--- src/rtl/lcd_drv_pkg.sv ---
package lcd_drv_pkg;
    localparam int LVL_W = 3;
    typedef logic [LVL_W-1:0] lvl_t;

    localparam lvl_t LV_0 = 3'd0;
    localparam lvl_t LV_1 = 3'd1;
    localparam lvl_t LV_2 = 3'd2;
    localparam lvl_t LV_3 = 3'd3;
    localparam lvl_t LV_4 = 3'd4;
    localparam lvl_t LV_5 = 3'd5;
    localparam lvl_t LV_BLANK = LV_0;

    function automatic lvl_t pick_level(input logic bit_on, input logic m,
                                        input logic common, input logic show);
        lvl_t v;
        if (!show)
            v = LV_BLANK;
        else if (bit_on)
            v = m ? LV_5 : LV_0;
        else if (common)
            v = m ? LV_4 : LV_1;
        else
            v = m ? LV_3 : LV_2;
        return v;
    endfunction
endpackage

--- src/rtl/lcd_seg_shifter.sv ---
module lcd_seg_shifter #(
    parameter int NOUT = 80,
    parameter int UNIT = 4
) (
    input  logic            clk,
    input  logic            rst,
    input  logic            go,
    input  logic            wide,
    input  logic            rev,
    input  logic [UNIT-1:0] dat,
    output logic [NOUT-1:0] sr_o
);
    typedef struct packed {
        logic [NOUT-1:0] sr;
    } seg_st_t;

    seg_st_t st_d, st_q;

    always_comb begin
        st_d = st_q;
        if (go) begin
            if (wide) begin
                if (rev) st_d.sr = {dat, st_q.sr[NOUT-1:UNIT]};
                else     st_d.sr = {st_q.sr[NOUT-UNIT-1:0], dat};
            end else begin
                if (rev) st_d.sr = {dat[0], st_q.sr[NOUT-1:1]};
                else     st_d.sr = {st_q.sr[NOUT-2:0], dat[0]};
            end
        end
        if (rst) st_d = '0;
    end

    always_ff @(posedge clk) st_q <= st_d;

    assign sr_o = st_q.sr;
endmodule

--- src/rtl/lcd_line_reg.sv ---
module lcd_line_reg #(
    parameter int NOUT = 80
) (
    input  logic            clk,
    input  logic            rst,
    input  logic            go,
    input  logic            common,
    input  logic            dual,
    input  logic            rev,
    input  logic            din_l,
    input  logic            din_r,
    input  logic [NOUT-1:0] sr_in,
    output logic [NOUT-1:0] lat_o
);
    localparam int HALF = NOUT / 2;

    typedef struct packed {
        logic [NOUT-1:0] lat;
    } line_st_t;

    line_st_t st_d, st_q;
    logic [HALF-1:0] lo_q, hi_q, lo_d, hi_d;

    assign lo_q = st_q.lat[HALF-1:0];
    assign hi_q = st_q.lat[NOUT-1:HALF];

    always_comb begin
        if (rev) begin
            lo_d = {din_l, lo_q[HALF-1:1]};
            hi_d = {din_r, hi_q[HALF-1:1]};
        end else begin
            lo_d = {lo_q[HALF-2:0], din_l};
            hi_d = {hi_q[HALF-2:0], din_r};
        end
    end

    always_comb begin
        st_d = st_q;
        if (go) begin
            if (!common)
                st_d.lat = sr_in;
            else if (dual)
                st_d.lat = {hi_d, lo_d};
            else if (rev)
                st_d.lat = {din_r, st_q.lat[NOUT-1:1]};
            else
                st_d.lat = {st_q.lat[NOUT-2:0], din_l};
        end
        if (rst) st_d = '0;
    end

    always_ff @(posedge clk) st_q <= st_d;

    assign lat_o = st_q.lat;
endmodule

--- src/rtl/lcd_level_map.sv ---
module lcd_level_map
    import lcd_drv_pkg::*;
#(
    parameter int NOUT = 80
) (
    input  logic                  common,
    input  logic                  m,
    input  logic                  show,
    input  logic [NOUT-1:0]       lat,
    output logic [NOUT*LVL_W-1:0] lvl
);
    for (genvar i = 0; i < NOUT; i++) begin : g_out
        assign lvl[i*LVL_W +: LVL_W] = pick_level(lat[i], m, common, show);
    end
endmodule

--- src/rtl/lcd_drive_core.sv ---
module lcd_drive_core
    import lcd_drv_pkg::*;
#(
    parameter int NOUT = 80,
    parameter int UNIT = 4
) (
    input  logic                  clk,
    input  logic                  rst,
    input  logic                  en_n,
    input  logic                  shift_stb,
    input  logic                  latch_stb,
    input  logic                  mode_common,
    input  logic                  dual_half,
    input  logic                  shift_rev,
    input  logic                  bus_wide,
    input  logic [UNIT-1:0]       dat_i,
    input  logic                  din_l,
    input  logic                  din_r,
    input  logic                  frame_m,
    input  logic                  blank_n,
    output logic [NOUT*LVL_W-1:0] lvl_o
);
    logic            seg_go, line_go;
    logic [NOUT-1:0] sr_q, lat_q;

    assign seg_go  = shift_stb & ~en_n & ~mode_common;
    assign line_go = latch_stb & ~en_n;

    lcd_seg_shifter #(.NOUT(NOUT), .UNIT(UNIT)) u_seg (
        .clk(clk), .rst(rst), .go(seg_go), .wide(bus_wide),
        .rev(shift_rev), .dat(dat_i), .sr_o(sr_q)
    );

    lcd_line_reg #(.NOUT(NOUT)) u_line (
        .clk(clk), .rst(rst), .go(line_go), .common(mode_common),
        .dual(dual_half), .rev(shift_rev), .din_l(din_l), .din_r(din_r),
        .sr_in(sr_q), .lat_o(lat_q)
    );

    lcd_level_map #(.NOUT(NOUT)) u_map (
        .common(mode_common), .m(frame_m), .show(blank_n),
        .lat(lat_q), .lvl(lvl_o)
    );
endmodule

--- config.mk ---
export PLATFORM = sky130hd
export DESIGN_NAME = lcd_drive_core
export DESIGN_NICKNAME = d
export VERILOG_FILES = /design/src/rtl/lcd_drv_pkg.sv /design/src/rtl/lcd_seg_shifter.sv /design/src/rtl/lcd_line_reg.sv /design/src/rtl/lcd_level_map.sv /design/src/rtl/lcd_drive_core.sv
export SDC_FILE = /design/constraint.sdc
export NUM_CORES = 1
export LEC_CHECK = 0
export BUFFER_PORTS_ARGS = -buffer_cell sky130_fd_sc_hd__buf_2
export CAP_MARGIN = 15
export CELL_PAD_IN_SITES_DETAIL_PLACEMENT = 2
export CELL_PAD_IN_SITES_GLOBAL_PLACEMENT = 2
export CORE_MARGIN = 2
export CORE_UTILIZATION = 34
export DETAILED_ROUTE_END_ITERATION = 8
export HOLD_SLACK_MARGIN = 0.12
export PLACE_DENSITY_LB_ADDON = 0.1
export RECOVER_POWER = 25
export SLEW_MARGIN = 20
export SYNTH_ARGS = -nofsm -noshare
export SYNTH_HDL_FRONTEND = slang
export SYNTH_HIERARCHICAL = 1
export SYNTH_SLANG_ARGS = --single-unit
export TNS_END_PERCENT = 5
--- constraint.sdc ---
create_clock -name clk -period 2.25 [get_ports clk]
set_clock_uncertainty 0.1 [all_clocks]
set_input_delay 0.675 -clock clk [delete_from_list [all_inputs] [get_ports clk]]
set_output_delay 0.675 -clock clk [all_outputs]
set_load 0.01 [all_outputs]
==> results of run 1 <==
stage by stage:
stage | instance area (µm²) | setup TNS (ns)
global placement | 14400 | -35.36
CTS | 15000 | -33.15
finish | 15200 | -33.56
detailed placement | 14400 | -40.44
global route | 15200 | -48.80
floorplan | 12600 | 0
critical path, cell delays in order:
cell      delay [ns]
buf_8           0.10
ha_4            0.29
buf_12          0.20
nand2b_1        0.10
a21boi_1        0.17
buf_2           0.16
sequential cells by signal (all words and copies together), names as in the netlist:
register	flops
u_line/lat_o	80
u_seg/sr_o	80
routing by layer:
| layer | share of wire, % | vias to the layer above | wire length (µm) |
|---|---|---|---|
| met3 | 2.6 | 21 | 1090 |
| li1 | - | 5420 | - |
| met1 | 44 | 5917 | 18800 |
| met5 | 0 | - | 0 |
| met2 | 52 | 176 | 22300 |
| met4 | 0.81 | 0 | 345 |
area by class of cell:
class / instances / area [µm²]
Timing Repair Buffer: 326 / 2210
Clock buffer: 18 / 439
Multi-Input combinational cell: 1127 / 8600
Sequential cell: 160 / 3200
Inverter: 1 / 3.75
Antenna cell: 3 / 7.51
Clock inverter: 14 / 169
Fill cell: 4117 / 21300
Tap cell: 468 / 586
cell usage after synthesis (all sizes together):
cell	n	area share, %
nand2b	242	12
nor2	238	7.1
a21boi	160	9.5
dfxtp	160	25
mux2i	160	13
buf	90	5.6
nand2	81	2.4
a211o	79	5.5
mux4	79	14
o21ai	78	3.1
clkbuf	52	1.6
a311oi	2	0.14
mux2	2	0.18
o22ai	2	0.099
a21oi	1	0.040
ha	1	0.099
inv	1	0.030
nor2b	1	0.050
nor3b	1	0.099
kinds of logic after synthesis:
logic type                 Yosys count  share of synthesized area (%)
AOI/OAI and AO/OA                  322                           18.4
DFF                                160                           25.4
and+or+nand+nor                    563                           21.7
buffers and inverters              143                           7.23
adders and majority gates            1                         0.0994
muxes                              241                           27.1
report_power, final:
| part | switching (mW) | internal, mW |
|---|---|---|
| Clock | 1.37 | 1.71 |
| Combinational | 0.954 | 0.765 |
| Sequential | 0.0953 | 2.88 |
worst max-delay path by stage:
| stage | from | endpoint | slack, ns | cells past startpoint |
|---|---|---|---|---|
| floorplan | frame_m | lvl_o[105] | 0.07 | 4 |
| global placement | frame_m | lvl_o[129] | -0.26 | 6 |
| detailed placement | mode_common | lvl_o[189] | -0.28 | 6 |
| CTS | frame_m | lvl_o[189] | -0.26 | 6 |
| global route | frame_m | lvl_o[204] | -0.37 | 6 |
| finish | mode_common | lvl_o[204] | -0.27 | 6 |
what timing repair did:
item	in CTS	in global routing
resized for setup	27	73
setup buffers	0	3
cloned	0	5
pin swaps	38	24
endpoints found under the setup margin	240	240
==> out/metrics.cfg, run 1 <==
[cts]
clk_pin_slew_ns=0.07
numCtsBuffers=17
clock_path_buffers=2
cts_root_buffer=clkbuf_16
cts_htree_levels=4
clkLatencyLatePin_ns=0.45
hold_buffers=0
clkSinkCount=160
tritoncts=built

[place]
gp_congestion=0.730
pre_cts_ws_ns=-0.283
dp_hpwl_um=28200
portBuffers=256
placed_cells=2074

[floorplan]
dieWidth_um=196
top_level_ports=257
initial_core_util_pct=34.5
die_h_um=196
dieArea_mm2=0.0386
rows=70
core_area_mm2=0.0365

[layout]
post-route-util_pct=41.7
layout-drive-gt1-share_pct=28.5
final_cell_mix=249 x buf_2, 239 x nand2b_1, 225 x nor2_1, 160 x mux2i_1, 160 x dfxtp_1
nNetsFinal=1651
final_common_cell=buf_2
synthToLayoutAreaGrowth_pct=20.9
fin_cells=2117

[timing]
final.period_utilization_pct=112
worst_slack_ns=-0.268
worst_pin_slew_ns=0.657
hold_violations=0
fmaxAchievable_mhz=397
slew_headroom_pct=56.2
finalSetupViolCount=263
whs_ns=0.439
final.min_clock_period_ns=2.52
slew_violations=0
rsz0062_at_grt=true

[critical_path]
r2r_end=u_seg/sr_o[47]$_SDFFE_PP0P_
endpoint_kind=primary output
crit_path_start_kind=input port
critical_path_class=input port to primary output
worst-endpoint-required_ns=1.47
reg2regPathDepth=3
path_max_fanout=37
r2r_slack_ns=0.86
crit_arrival_ns=1.74
worst_r2r_startpoint=u_seg/sr_o[51]$_SDFFE_PP0P_

[power]
finalPower_mw=7.77
powerDensity_mw_per_mm2=511
irDropWorstVdd_mv=0.549
leakagePower_nw=6.26

[routing]
drc_errors=0
viasPerCell=5.45
wl_per_cell_um=20.1
dr_total_vias=11500
drt_first_pass_iters=5
ant_nets=0
initialDrtViolationCount=511
drt-total-wl_um=42500

[global_routing]
grt_max_degree=161
grt_antenna_before_repair=3
grt_util_met1_pct=26.3
grt_usage_pct=21.3
grt_pass1_vias=12200
overflow=0
grt_use_met2_pct=39.8
use_met3_pct=2.52
busiest_layer=met2
grt_first_pass_wirelength_um=67000

[logic_synthesis]
ys_warn_count=6
syn_avg_cell_area_um2=8.80
ys_types=28
ys_seq_area_share_pct=25.4
syn_area_mm2=0.0126
syn_inst=1430
ys_ff_latch=160
synth_nets=1448

[hold_path]
whs_endpoint=u_line/lat_o[79]$_SDFFE_PP0P_
hold_class=register to register
worstHoldPathCells=2
hp-start=u_line/lat_o[79]$_SDFFE_PP0P_

[run_status]
status=finished with violations
violations=negative setup slack

[flow_run]
drv_cap=0

No activity file was read; power rests on OpenSTA's default activity.
==> run 2: changes to the inputs <==
- CORE_UTILIZATION: 34 -> 36
- clock period: 2.25 -> 2.95 ns (I/O delays scaled with it)
==> run 2 against run 1 <==
Effect of this change:
- the flow still finishes with violations (negative setup slack)
- first-iteration DRC count increased by 11%
- final area decreased by 2.7%
- largest power group is now registers
- highest routed layer unchanged
- via count decreased by 1.3%
- die area decreased by 5.4%
- combinational power decreased by 26%
- non-clock buffer count decreased by 28
- largest cell class unchanged
- utilization increased by 1.3 points
- register-to-register slack improved by 0.67 ns
==> out/metrics.cfg, run 2 (synthesized netlist as in run 1, its figures left out) <==
[run_status]
status=finished with violations
violations=negative setup slack

[timing]
worst_slack_ns=-0.0864
final.min_clock_period_ns=3.04
rsz0062_at_grt=true
slew_headroom_pct=36.5
slew_violations=0
fmaxAchievable_mhz=329
hold_violations=0
finalSetupViolCount=13
final.period_utilization_pct=103
worst_pin_slew_ns=0.953

[power]
powerDensity_mw_per_mm2=393
leakagePower_nw=6.04
irDropWorstVdd_mv=0.448
finalPower_mw=5.81

[cts]
hold_buffers=0
cts_root_buffer=clkbuf_16
clkLatencyLatePin_ns=0.44
clock_path_buffers=2
clkSinkCount=160
numCtsBuffers=17
clk_pin_slew_ns=0.07
tritoncts=built
cts_htree_levels=4

[global_routing]
grt_max_degree=161
overflow=0
grt_antenna_before_repair=2
grt_pass1_vias=12300
grt_usage_pct=22.2
grt_first_pass_wirelength_um=66400

[place]
portBuffers=256
dp_hpwl_um=26400
gp_congestion=0.725
place_area_mm2=0.0141

[routing]
initialDrtViolationCount=568
dr_total_vias=11400
viasPerCell=5.49
drt-total-wl_um=41700
wl_per_cell_um=20.1
ant_nets=0
drt_first_pass_iters=4
drc_errors=0

[floorplan]
initial_core_util_pct=36.5
die_h_um=191
dieWidth_um=191
dieArea_mm2=0.0365
top_level_ports=257
rows=68
core_area_mm2=0.0345

[critical_path]
worst-endpoint-required_ns=1.97
endpoint_kind=primary output
critical_path_class=input port to primary output
crit_path_start_kind=input port
path_max_fanout=10
crit_arrival_ns=2.05

[hold_path]
hold_class=register to register

[layout]
final_cell_mix=250 x buf_2, 239 x nand2b_1, 238 x nor2_1, 160 x mux2i_1, 160 x dfxtp_1
final_common_cell=buf_2
final-seq-area_mm2=0.00320
design_area_mm2=0.0148
layout-drive-gt1-share_pct=25.7
multiInputGateArea_mm2=0.00853
nNetsFinal=1623
fillers=3897
synthToLayoutAreaGrowth_pct=17.6

[flow_run]
drv_cap=0

==> run 2: cell type report <==
type	count	share of cell area, %
multi-input cells	1127	57.6
well taps	455	3.85
diodes	1	0.0169
clock inverters	11	0.896
inverters	1	0.0254
repair buffers	298	12.9
clock buffers	20	3.09
flip-flops and latches	160	21.6
==> run 2: where the power goes <==
group	total, mW	internal [mW]	leakage (nW)	switching (mW)
logic	1.27	0.553	4.47	0.720
clock network	2.27	1.30	0.271	0.977
registers	2.27	2.20	1.29	0.0709
==> run 2: path summary, 6_finish.rpt <==
check                                            startpoint                     endpoint  slack [ns]  cells past startpoint
worst min register to register   u_seg/sr_o[0]$_SDFFE_PP0P_   u_seg/sr_o[0]$_SDFFE_PP0P_        0.42                      2
worst max-delay path                                frame_m                    lvl_o[63]       -0.09                      7
worst max register to register  u_seg/sr_o[31]$_SDFFE_PP0P_  u_seg/sr_o[27]$_SDFFE_PP0P_        1.53                      3
worst min-delay path             u_seg/sr_o[0]$_SDFFE_PP0P_   u_seg/sr_o[0]$_SDFFE_PP0P_        0.42                      2
==> run 2: metrics by stage <==
step                      hold WS (ns)  utilization, %  setup TNS [ns]  cells  setup slack (ns)
after floorplan                  0.359               -               0   1430             0.147
after global placement           0.397            40.9               0   2036            0.0167
after detailed placement         0.392            40.9         -0.0474   2036           -0.0137
after CTS                        0.420            42.6               0   2067          0.000161
after global routing             0.442            42.9           -2.59   2072            -0.133
final                            0.420            43.0          -0.250   2073           -0.0864
==> run 2: metal layers <==
layer  routed length (µm)  part of all wire, %  global-route usage (%)
met1                18200                   44                    27.2
met3                 1300                  3.1                    3.14
met4                  502                  1.2                    4.29
met2                21700                   52                    41.2
met5                    0                    0                       0
==> run 2: critical path, stage by stage <==
cell       delay, ns
buf_6           0.11
ha_4            0.31
buf_12          0.13
clkbuf_16       0.18
nand2b_1        0.08
a21boi_1        0.19
buf_2           0.16
==> run 2: timing repair <==
item | in CTS | in global routing
gates resized for setup | 0 | 7
cloned | 0 | 3
setup buffers | 0 | 2
setup endpoints to repair | 8 | 87
pin swaps | 8 | 42
==> run 3: changes to the inputs <==
- BUFFER_PORTS_ARGS: -buffer_cell sky130_fd_sc_hd__buf_2 -> -buffer_cell sky130_fd_sc_hd__buf_4
- PLACE_DENSITY: unset -> 0.93
- PLACE_DENSITY_LB_ADDON: 0.1 -> unset
==> run 3 against run 2 <==
Effect of this change:
- the flow still finishes with violations (negative setup slack)
- via count rose by 6.0%
- first-iteration DRC count grew 57%
- combinational power rose by 22%
- worst hold slack improved by 0.048 ns
- critical path depth did not move
- final area increased by 6.4%
- utilization up 2.7 points
- clock-buffer cell count increased by 1
- flip-flop and latch count unchanged
- register-to-register slack got worse by 0.11 ns
- die area unchanged
==> out/metrics.cfg, run 3 (synthesized netlist as in run 1, its figures left out) <==
[layout]
final_common_cell=buf_4
design_area_mm2=0.0157
post-route-util_pct=45.7
multiInputGateArea_mm2=0.00864
final-seq-area_mm2=0.00320
synthToLayoutAreaGrowth_pct=25.1
fillers=3694
layout-drive-gt1-share_pct=27.6
nNetsFinal=1630
final_cell_mix=267 x buf_4, 238 x nor2_1, 232 x nand2b_1, 160 x mux2i_1, 160 x dfxtp_1

[timing]
slew_headroom_pct=20.4
slew_violations=0
worst_pin_slew_ns=1.19
hold_violations=0
final.period_utilization_pct=103
finalSetupTns_ns=-1.22
final.min_clock_period_ns=3.04
worst_slack_ns=-0.0942
finalSetupViolCount=56
whs_ns=0.468
fmaxAchievable_mhz=328
rsz0062_at_grt=true

[cts]
cts_root_buffer=clkbuf_16
hold_buffers=0
clock_path_buffers=2
cts_htree_levels=4
numCtsBuffers=17
tritoncts=built
clkLatencyLatePin_ns=0.44
clkSinkCount=160
clk_pin_slew_ns=0.07

[floorplan]
rows=68
dieWidth_um=191
initial_core_util_pct=36.5
die_h_um=191
dieArea_mm2=0.0365
top_level_ports=257
core_area_mm2=0.0345

[global_routing]
grt_first_pass_wirelength_um=74600
grt_pass1_vias=12900
grt_max_degree=161
grt_usage_pct=25.5
overflow=0
grt_antenna_before_repair=2

[critical_path]
worst-endpoint-required_ns=1.97
r2r_end=u_seg/sr_o[75]$_SDFFE_PP0P_
reg2regPathDepth=3
cp_slowest_stage_delay_ns=0.31
critical_path_class=input port to primary output
r2r_slack_ns=1.42
crit_path_start_kind=input port
crit_path_start=frame_m
path_depth=7
cp_cell_sequence=buf_12 > ha_4 > buf_12 > buf_8 > nand2b_1 > a21boi_1 > buf_4
endpoint_kind=primary output
critPathCapture=lvl_o[18]
slowest_stage=ha_4
crit_arrival_ns=2.06
cp_top_family=buffers and inverters
cpMostUsedCell=buf_12
path_buf_inv=4
path_max_fanout=5
worst_r2r_startpoint=u_seg/sr_o[76]$_SDFFE_PP0P_

[routing]
drc_errors=0
wl_per_cell_um=24.4
dr_total_vias=12100
ant_nets=0
initialDrtViolationCount=892
viasPerCell=5.80
drt-total-wl_um=50800
drt_first_pass_iters=5

[place]
dp_hpwl_um=29800
pre_cts_ws_ns=-0.0548
place_area_mm2=0.0147
gp_congestion=0.764
portBuffers=256

[power]
irDropWorstVdd_mv=0.430
leakagePower_nw=6.22
powerDensity_mw_per_mm2=394

[run_status]
status=finished with violations
violations=negative setup slack

[flow_run]
drv_cap=0

[hold_path]
hold_class=register to register

-- run 3: cell count changes in the layout (fill, tap and decap cells not counted), sizes merged --
cell | previous run | this run
clkbuf | 31 | 28
clkinv | 2 | 3
inv | 3 | 2
buf | 287 | 297
bufinv | 2 | 3
clkinvlp | 5 | 4
bufbuf | 0 | 1
-- run 3: tightest hold or removal path, cell delays in order, from the launching register on --
cell      delay (ns)
dfxtp_1         0.37
nand2b_1        0.09
o21ai_0         0.06
-- run 3: routing by layer --
layer / GRT usage, % / share of wire [%] / up-vias
li1: - / - / 5386
met1: 30.6 / 42 / 6245
met2: 47.1 / 52 / 346
met3: 3.23 / 3.5 / 85
met4: 7.99 / 2.6 / 2
met5: 0 / 0.018 / -
-- run 3: worst min path at each step --
| stage | startpoint | endpoint | slack, ns | cells after the start |
|---|---|---|---|---|
| 3_5_place_dp | u_seg/sr_o[0]$_SDFFE_PP0P_ | u_seg/sr_o[0]$_SDFFE_PP0P_ | 0.42 | 2 |
| 4_1_cts | u_seg/sr_o[0]$_SDFFE_PP0P_ | u_seg/sr_o[0]$_SDFFE_PP0P_ | 0.43 | 2 |
| 3_3_place_gp | u_seg/sr_o[0]$_SDFFE_PP0P_ | u_seg/sr_o[0]$_SDFFE_PP0P_ | 0.40 | 2 |
| 6_report | u_line/lat_o[32]$_SDFFE_PP0P_ | u_line/lat_o[32]$_SDFFE_PP0P_ | 0.47 | 2 |
| 5_1_grt | u_seg/sr_o[0]$_SDFFE_PP0P_ | u_seg/sr_o[0]$_SDFFE_PP0P_ | 0.51 | 2 |
| 2_1_floorplan | u_seg/sr_o[0]$_SDFFE_PP0P_ | u_seg/sr_o[0]$_SDFFE_PP0P_ | 0.36 | 2 |
-- run 3: final cells by class --
type                       instances  area share, %
multi-input combinational       1127           54.9
sequential                       160           20.3
timing repair buffer             305           17.2
tap                              455           3.62
clock buffer                      21           2.92
clock inverter                    11          0.985
inverter                           1         0.0238
antenna                            1         0.0159
-- run 3: repair_timing --
item | in CTS | in global routing
endpoints found under the setup margin | 21 | 82
buffers inserted | 0 | 5
resized for setup | 12 | 38
cloned | 1 | 9
pin swaps | 8 | 51
-- run 3: through the flow --
| step | instances | total power, mW |
|---|---|---|
| after floorplan | 1430 | 3.16 |
| after global placement | 2033 | 3.63 |
| after detailed placement | 2033 | 3.70 |
| after CTS | 2066 | 6.10 |
| after global routing | 2081 | 6.45 |
| final | 2081 | 6.21 |
-- run 3: report_power, final --
part / internal, mW / switching (mW)
registers: 2.20 / 0.0759
clock network: 1.38 / 0.998
logic: 0.723 / 0.830
